$ cat src/rtl/uart_rx_ring_pkg.sv
package uart_rx_ring_pkg;

  // Accepted operation in one cycle: {write, accepted pop}
  typedef enum logic [1:0] {
    OP_IDLE = 2'b00,
    OP_POP  = 2'b01,
    OP_PUSH = 2'b10,
    OP_BOTH = 2'b11
  } ring_op_e;

endpackage

$ cat src/rtl/uart_rx_ring_store.sv
// Simple dual-port storage, read-first on an address collision, shaped for
// block RAM inference with a registered read port.
module uart_rx_ring_store #(
  parameter int DATA_W = 8,
  parameter int ADDR_W = 8
) (
  input  logic              clk,
  input  logic              rst,
  input  logic              we,
  input  logic [ADDR_W-1:0] waddr,
  input  logic [DATA_W-1:0] wdata,
  input  logic              re,
  input  logic [ADDR_W-1:0] raddr,
  output logic [DATA_W-1:0] rdata
);
  localparam int DEPTH = 1 << ADDR_W;

  logic [DATA_W-1:0] mem [DEPTH];

  always_ff @(posedge clk) begin
    if (we) mem[waddr] <= wdata;
  end

  always_ff @(posedge clk) begin
    if (rst)     rdata <= '0;
    else if (re) rdata <= mem[raddr];
  end
endmodule

$ cat src/rtl/uart_rx_ring_ctrl.sv
// Index bookkeeping: free-running write/read indices, full flag, overwrite.
module uart_rx_ring_ctrl
  import uart_rx_ring_pkg::*;
#(
  parameter int ADDR_W = 8
) (
  input  logic              clk,
  input  logic              rst,
  input  logic              rx_valid,
  input  logic              rd_pop,
  output logic [ADDR_W-1:0] wr_idx,
  output logic [ADDR_W-1:0] rd_idx,
  output logic              rd_ok,
  output logic              drop,
  output logic              level_n,
  output logic [ADDR_W-1:0] count,
  output logic              full
);
  localparam logic [ADDR_W-1:0] ONE = ADDR_W'(1);

  logic [ADDR_W-1:0] wr_q, rd_q, wr_n, rd_n;
  logic              full_q, full_n, empty;
  ring_op_e          op;

  assign empty = !full_q && (wr_q == rd_q);
  assign rd_ok = rd_pop && !empty;
  assign op    = ring_op_e'({rx_valid, rd_ok});

  always_comb begin
    wr_n   = wr_q;
    rd_n   = rd_q;
    full_n = full_q;
    drop   = 1'b0;
    unique case (op)
      OP_PUSH: begin
        wr_n = wr_q + ONE;
        if (full_q) begin
          rd_n = rd_q + ONE;      // oldest byte is sacrificed
          drop = 1'b1;
        end else begin
          full_n = ((wr_q + ONE) == rd_q);
        end
      end
      OP_POP: begin
        rd_n   = rd_q + ONE;
        full_n = 1'b0;
      end
      OP_BOTH: begin
        wr_n = wr_q + ONE;
        rd_n = rd_q + ONE;
      end
      default: ;
    endcase
  end

  assign level_n = full_n || (wr_n != rd_n);

  always_ff @(posedge clk) begin
    if (rst) begin
      wr_q   <= '0;
      rd_q   <= '0;
      full_q <= 1'b0;
    end else begin
      wr_q   <= wr_n;
      rd_q   <= rd_n;
      full_q <= full_n;
    end
  end

  assign wr_idx = wr_q;
  assign rd_idx = rd_q;
  assign count  = wr_q - rd_q;
  assign full   = full_q;
endmodule

$ cat src/rtl/uart_rx_ring_flags.sv
// Registered interrupt level and sticky overrun flag.
module uart_rx_ring_flags (
  input  logic clk,
  input  logic rst,
  input  logic drop,
  input  logic ovr_clr,
  input  logic level_n,
  output logic overrun,
  output logic irq
);
  always_ff @(posedge clk) begin
    if (rst) begin
      overrun <= 1'b0;
      irq     <= 1'b0;
    end else begin
      irq <= level_n;
      if (drop)         overrun <= 1'b1;   // set beats clear
      else if (ovr_clr) overrun <= 1'b0;
    end
  end
endmodule

$ cat src/rtl/uart_rx_ring.sv
module uart_rx_ring #(
  parameter int DATA_W = 8,
  parameter int ADDR_W = 8
) (
  input  logic              clk,
  input  logic              rst,
  input  logic              rx_valid,
  input  logic [DATA_W-1:0] rx_data,
  input  logic              rd_pop,
  input  logic              ovr_clr,
  output logic [DATA_W-1:0] rd_data,
  output logic [ADDR_W-1:0] count,
  output logic              full,
  output logic              overrun,
  output logic              irq
);
  logic [ADDR_W-1:0] wr_idx, rd_idx;
  logic              rd_ok, drop, level_n;

  uart_rx_ring_ctrl #(.ADDR_W(ADDR_W)) u_ctrl (
    .clk     (clk),
    .rst     (rst),
    .rx_valid(rx_valid),
    .rd_pop  (rd_pop),
    .wr_idx  (wr_idx),
    .rd_idx  (rd_idx),
    .rd_ok   (rd_ok),
    .drop    (drop),
    .level_n (level_n),
    .count   (count),
    .full    (full)
  );

  uart_rx_ring_store #(.DATA_W(DATA_W), .ADDR_W(ADDR_W)) u_store (
    .clk  (clk),
    .rst  (rst),
    .we   (rx_valid),
    .waddr(wr_idx),
    .wdata(rx_data),
    .re   (rd_ok),
    .raddr(rd_idx),
    .rdata(rd_data)
  );

  uart_rx_ring_flags u_flags (
    .clk    (clk),
    .rst    (rst),
    .drop   (drop),
    .ovr_clr(ovr_clr),
    .level_n(level_n),
    .overrun(overrun),
    .irq    (irq)
  );
endmodule

$ cat config.mk
export PLATFORM = sky130hd
export DESIGN_NAME = uart_rx_ring
export DESIGN_NICKNAME = d
export VERILOG_FILES = /design/src/rtl/uart_rx_ring_pkg.sv /design/src/rtl/uart_rx_ring_store.sv /design/src/rtl/uart_rx_ring_ctrl.sv /design/src/rtl/uart_rx_ring_flags.sv /design/src/rtl/uart_rx_ring.sv
export SDC_FILE = /design/constraint.sdc
export NUM_CORES = 2
export LEC_CHECK = 0
export CORE_ASPECT_RATIO = 0.75
export CORE_MARGIN = 2
export CORE_UTILIZATION = 55
export CTS_CLUSTER_DIAMETER = 120
export DETAILED_ROUTE_END_ITERATION = 12
export PLACE_DENSITY_LB_ADDON = 0.2
export REMOVE_ABC_BUFFERS = 1
export SETUP_SLACK_MARGIN = 0.4
export SYNTH_ARGS = -nofsm -noshare
export SYNTH_HDL_FRONTEND = slang
export SYNTH_SLANG_ARGS = --single-unit
export TNS_END_PERCENT = 1
$ cat constraint.sdc
create_clock -name clk -period 3.7 [get_ports clk]
set_clock_uncertainty 0.15 [all_clocks]
set_input_delay 0.37 -clock clk [delete_from_list [all_inputs] [get_ports clk]]
set_output_delay 0.37 -clock clk [all_outputs]
set_load 0.1 [all_outputs]
## Yosys cells after proc, flatten, opt, wreduce, memory -nomap -nowiden

Memory sizes are Yosys's and may differ from the RTL's. A register that Yosys moved wholly into a read port is not among the register bits.
Index checks and enable logic that the tools add are counted.

- Memory bits (writable): 2048
- Bits in registers: 19
- Word-level logic and storage cells: 34
- Memories: 1
- Bits in latches: 0
- Bits in read-only memories: 0
- Output and inout port bits: 19
- Input bits: 13

Memories:

| memory | depth | bits a word | read ports | clocked after Yosys merged registers in | write ports | RTL line | text |
|---|---|---|---|---|---|---|---|
| u_store.mem | 256 | 8 | 1 | 1 | 1 | uart_rx_ring_store.sv:18 | `logic [DATA_W-1:0] mem [DEPTH];` |

- $lt $le $gt $ge: 0
- Div/mod/pow operators: 0
- Eq/ne operators: 6
- Mux-type cells: 11
- Bitwise operators: 0
- Shifts and indexed selects: 0
- Reduce and logical (&&, ||, !) cells: 8
- $mul: 0
- Add/subtract/negate cells: 3

Operator list:

| cell | count |
|---|---|
| $add A8 B1 Y8 const B | 2 |
| $eq A8 B8 Y1 | 2 |
| $mux W8 | 2 |
| $pmux W8 S2 | 1 |
| $ne A8 B8 Y1 | 1 |
| $sub A8 B8 Y8 | 1 |
| $mux W1 | 7 |
| $eq A2 B2 Y1 const B | 2 |
| $reduce_or A2 Y1 | 2 |
| $eq A2 B1 Y1 const B | 1 |
| $logic_and A1 B1 Y1 | 2 |
| $logic_not A1 Y1 | 2 |
| $pmux W1 S2 | 1 |
| $reduce_bool A2 Y1 | 1 |
| $logic_or A1 B1 Y1 | 1 |

## Logic depth before layout (Yosys ltp)

- Word-level depth: 9
- Depth in mapped cells: 20
- Gate-level depth less buffers: 16

## Hierarchy

From an unflattened synthesis, not the netlist that was laid out.

- Cells, all modules: 4135
- Area total of the unflattened synthesis: 82102.5 um^2

Modules (own cells, without submodules):

| module | cells each | area each (um^2) | instances | seq. area each (um^2) |
|---|---|---|---|---|
| uart_rx_ring_store | 3938 | 80524.7 | 1 | 61659.1 |
| uart_rx_ring_ctrl | 191 | 1512.7 | 1 | 340.3 |
| uart_rx_ring_flags | 6 | 65.1 | 1 | 40.0 |

## Least setup slack after synthesis

Ideal clock, no wire load.

- Kind: reg-to-output
- Start: register u_ctrl.rd_q[3] (netlist: u_ctrl.rd_idx[3])
- End: output port count[7]
- Data required time: 3.180 ns
- Data arrival time: 3.785 ns
- Cell stages (with the launch flop): 12
- Buffers on the path: 3
- Setup slack: -0.605 ns
- Cells stage by stage: dfxtp_1 > inv_2 > buf_2 > clkbuf_1 > clkbuf_1 > ha_1 > a21boi_0 > o21ai_0 > nand2b_1 > a21o_1 > a21oi_1 > xnor2_1

- Word-level cells in the longest chain between the ends: 1

RTL lines:

| item | RTL line | text |
|---|---|---|
| start: declaration | uart_rx_ring_ctrl.sv:21 | `logic [ADDR_W-1:0] wr_q, rd_q, wr_n, rd_n;` |
| start signal: assignment | uart_rx_ring_ctrl.sv:65 | `rd_q <= rd_n;` |
| $sub A8 B8 Y8 | uart_rx_ring_ctrl.sv:72 | `assign count = wr_q - rd_q;` |
| end: declaration | uart_rx_ring.sv:12 | `output logic [ADDR_W-1:0] count,` |

No other way between the ends.

## Final worst setup path

- Start: register u_ctrl.rd_q[1] (netlist: u_ctrl.rd_idx[1])
- End: output port count[7]

The elaborated chain is that of the path after synthesis.

==> results list <==
- From synthesis to final layout, the design area changed by 15.4%.
* Setup crit end kind: output port
- The congestion estimate from routability-driven global placement came to about 0.92.
* Slew at the pin with the worst max-slew slack: ~1100 ps
- Total half-perimeter wirelength after legalization and detailed placement: 133000 µm
- Net switching is a little over a fifth of the power.
* Arrival @ worst endpoint: 2890 ps
- The worst setup path is launched from a flip-flop.
- Achievable frequency: about 290 MHz
- The analysis attributes to cell leakage a power of a little under 30 nW.
- Unrepaired setup endpoints after global routing: yes
- By count the netlist is led by 2048 x edfxtp_1, 448 x mux4_2, 343 x nor2_1.
- Counting flops with a built-in enable in the synthesized netlist gives about 2k.
- Class of the most critical hold timing path: input pin to flip-flop
- Post-layout net count: 4578
- After detailed routing, the average wire length per cell comes to 32.7 µm.
- VDD sags by at most between 0.0005 and 0.0006 V.
* Violations in the final reports: negative hold slack
- Drt initial violations: 6942
* # setup viols final: 0
* CTS sink count: between 2k and 2.5k
* Area of the placeable core: between 0.1 and 0.15 mm²
* Via count: 43.7k
- Syn_area_per_cell: ~20 µm²
* Reg-to-reg startpoint: u_ctrl.rd_idx[1]$_SDFF_PP0_
- Most used flip-flop cell after synthesis: edfxtp_1
* Number of buffers added on ports: 31
* Post-synthesis cell type with the largest combined area: edfxtp_1
- The tightest hold path in the finished design has a slack of -2.98 ps.
- In this run the worst path has a maximum fanout of 2.
* Number of remaining DRC errors: 0
- Drt first pass iters: 9
- Post-Place Cell Area: approximately 0.087 mm²
- In this run, distinct cell masters in the synthesized netlist total around 60.
- Deepest clock path buffer count: 3
- The final hold violation count is 1.
* Dominant cell by count in the synthesized netlist: edfxtp_1
* Warnings from Yosys: 0
- Combinational power share: 7.9%
- Summed over all layers, the routed wires come to around 220000 µm.
- Synthesis produced approximately 4.0k cells.
- Subtracting the final worst setup slack from the clock period gives roughly 3400 ps.
- Initial antenna violation count: 7
- Sequential-to-total area share from yosys stat: about 76%
* Critical Path Start: u_ctrl.rd_idx[1]$_SDFF_PP0_
* Clock latency on the worst-skew pair: 830 ps
- Detail Route Antenna Nets: 0
- Starting Density: between 50% and 60%
- CTS tree: done
- Pwr dens: 518 mW/mm²
- Global routing used just under 30% of the available tracks across all layers.
- Counting the buffers created by CTS gives ~190.
* IO Count: 32
- Clock tree synthesis selected as its root buffer the cell clkbuf_16.
* Class of the most critical setup path: flip-flop to output port
- Status: finished with violations
* Design Area, Final: 0.0940 mm²
- The via count of the first global-routing pass is ~42k.
* Flip-flop and latch count after synthesis: roughly 2.1k
- Die Span X: ~450 µm
- Clock slew seen by the registers of the worst setup and hold paths: around 70 ps
- Congestion Overflow GR: 0
- Via-to-Cell Ratio: ~6.5
- Number of max-slew violations in the final report: 0
- P_int: between 30 and 40 mW
- Hold path start: rx_data[0]
- Die area: 0.151 mm²
- In the synthesized netlist the async set-or-reset flop fraction comes to 0%.
* Period utilization: 92.1%
- The mapped netlist covers 0.0814 mm².
- Entering global routing, the biggest net connects roughly 120 pins.
* Max-capacitance violation count: 0
* Total power draw: a little under 50 mW
- After synthesis, the cell types taking the most area are edfxtp_1 76%, mux4_2 12%, mux2i_1 2.6%, nor2_1 1.6%, o221ai_1 0.96%.
- Yosys top cell area share: 75.5%
- Sequential cells burn 53.2% of the power.
- The first global-routing pass estimated around 300000 µm of wire.
* Worst relative slew slack: 28.1%
- Setup slack on the worst reg-to-reg path comes out at just over 300 ps.
- Filler-free cell count of the finished design: between 6k and 7k
- Data required time of the worst path: 3180 ps
- CTS H-tree lvls: 4
- Placed insts: 6308
- Fraction of layout cells with a size suffix above 1: about 28%
- Fin util: 63.8%
- The share of total power dissipated in the clock network is 38.9%.
- After floorplanning, the core was divided into between 100 and 150 placement rows.
- From bottom edge to top edge, the die measures 337 µm.
- Switching power: ~11 mW
## metal layers
layer / global-route usage, % / vias to the layer above / wire, µm / share of wire (%)
met5: 0 / - / 29 / 0.013
met4: 9.91 / 4 / 7730 / 3.5
met3: 7.08 / 403 / 27400 / 13
met2: 40.1 / 2790 / 93800 / 43
met1: 45.2 / 22739 / 89600 / 41
li1: - / 17726 / - / -
## repair_timing
item                                    in CTS  in global routing
buffers inserted                            10                 10
cloned                                       4                  6
resized for setup                           39                 36
endpoints found under the setup margin      13                 18
pin swaps                                   11                 13
hold buffers                                 4                  0
endpoints found under the hold margin      108                  0
## registers in the layout (all words and copies together), names as in the netlist
name / flops
u_store.rdata: 8
u_ctrl.wr_idx: 8
u_flags.irq: 1
u_ctrl.rd_idx: 8
u_store.mem: 2048
u_ctrl.full: 1
u_flags.overrun: 1
## cells in the final DEF (no fill, tap or decap), types with 6 or more instances in the layout
master           instances
clkbuf_8                12
xor2_1                   7
inv_1                    7
buf_12                  41
buf_16                  10
o22ai_1                 57
a21oi_1                 78
nor3_1                  27
ha_1                     6
bufinv_16               12
o221ai_1                89
inv_2                    6
mux4_2                 448
xnor2_1                 19
clkbuf_1                48
dfxtp_1                 18
clkinv_2                27
ha_4                     8
clkinv_1                43
edfxtp_1              2048
nor2b_1                 12
nand2_1                132
clkdlybuf4s50_1         13
nand3_1                 30
mux2i_1                211
nor4_1                   7
o21ai_0                 30
buf_4                  476
clkbuf_16              201
a211oi_1                 6
o21ai_1                 29
a32oi_1                  8
o311ai_1                 6
nand4_1                 12
o211ai_1                10
a22oi_1                 28
nor2_1                 340
a221oi_1                13
## path summary, 6_finish.rpt
kind | end | cells past startpoint
worst max-delay path | count[7] | 11
worst min-delay path | u_store.mem[212][0]$_DFFE_PP_ | 1
worst max register to register | u_store.rdata[2]$_SDFFE_PP0P_ | 11
worst min register to register | u_store.rdata[6]$_SDFFE_PP0P_ | 2
## power by group through the flow
| stage | clock [mW] | combinational [mW] | sequential (mW) |
|---|---|---|---|
| after floorplan | 0 | 2.45 | 26.8 |
| after global placement | 0 | 3.59 | 26.4 |
| after detailed placement | 0 | 3.61 | 26.4 |
| after CTS | 19.1 | 3.72 | 25.9 |
| after global routing | 20.1 | 4.03 | 25.9 |
| final | 18.9 | 3.84 | 25.9 |
## stage by stage
| step | TNS [ps] | worst slack [ps] |
|---|---|---|
| after floorplan | -780270 | -24400 |
| after global placement | -6.66 | -6.66 |
| after detailed placement | -48.4 | -48.4 |
| after CTS | 0 | 312 |
| after global routing | 0 | 197 |
| final | 0 | 291 |
## worst max-delay path: stages (launching register included)
cell and delay [ps]:
dfxtp_4 370, inv_2 50, ha_4 210, nor2b_4 120, o21ai_2 190, a21boi_2 90
o21ai_1 140, nand2b_1 100, a21o_1 180, a21oi_2 180, xnor2_2 200, buf_12 220
## final cells by class
| class | count | area [µm²] |
|---|---|---|
| clock inverter | 95 | 781 |
| inverter | 16 | 67.6 |
| sequential | 2075 | 62100 |
| antenna | 2 | 5.00 |
| clock buffer | 247 | 5110 |
| multi-input combinational | 1700 | 18200 |
| tap | 1984 | 2480 |
| timing repair buffer | 567 | 5290 |
| fill | 9928 | 53300 |
## logic make-up (layout without fill, tap and decap cells)
| kind of cell | after synthesis | in the layout | synth area share [%] |
|---|---|---|---|
| flip-flops | 2075 | 2075 | 76.2 |
| multiplexers | 664 | 664 | 15.1 |
| AND/OR/NAND/NOR | 597 | 597 | 3.03 |
| AO/OA/AOI/OAI | 394 | 394 | 3.32 |
| buffers and inverters | 255 | 925 | 1.81 |
| XOR/XNOR | 28 | 28 | 0.301 |
| adder cells (fa/ha/maj) | 17 | 17 | 0.270 |
| other | 0 | 2 | 0 |
Note: power is estimated with default switching activity, not from simulation.
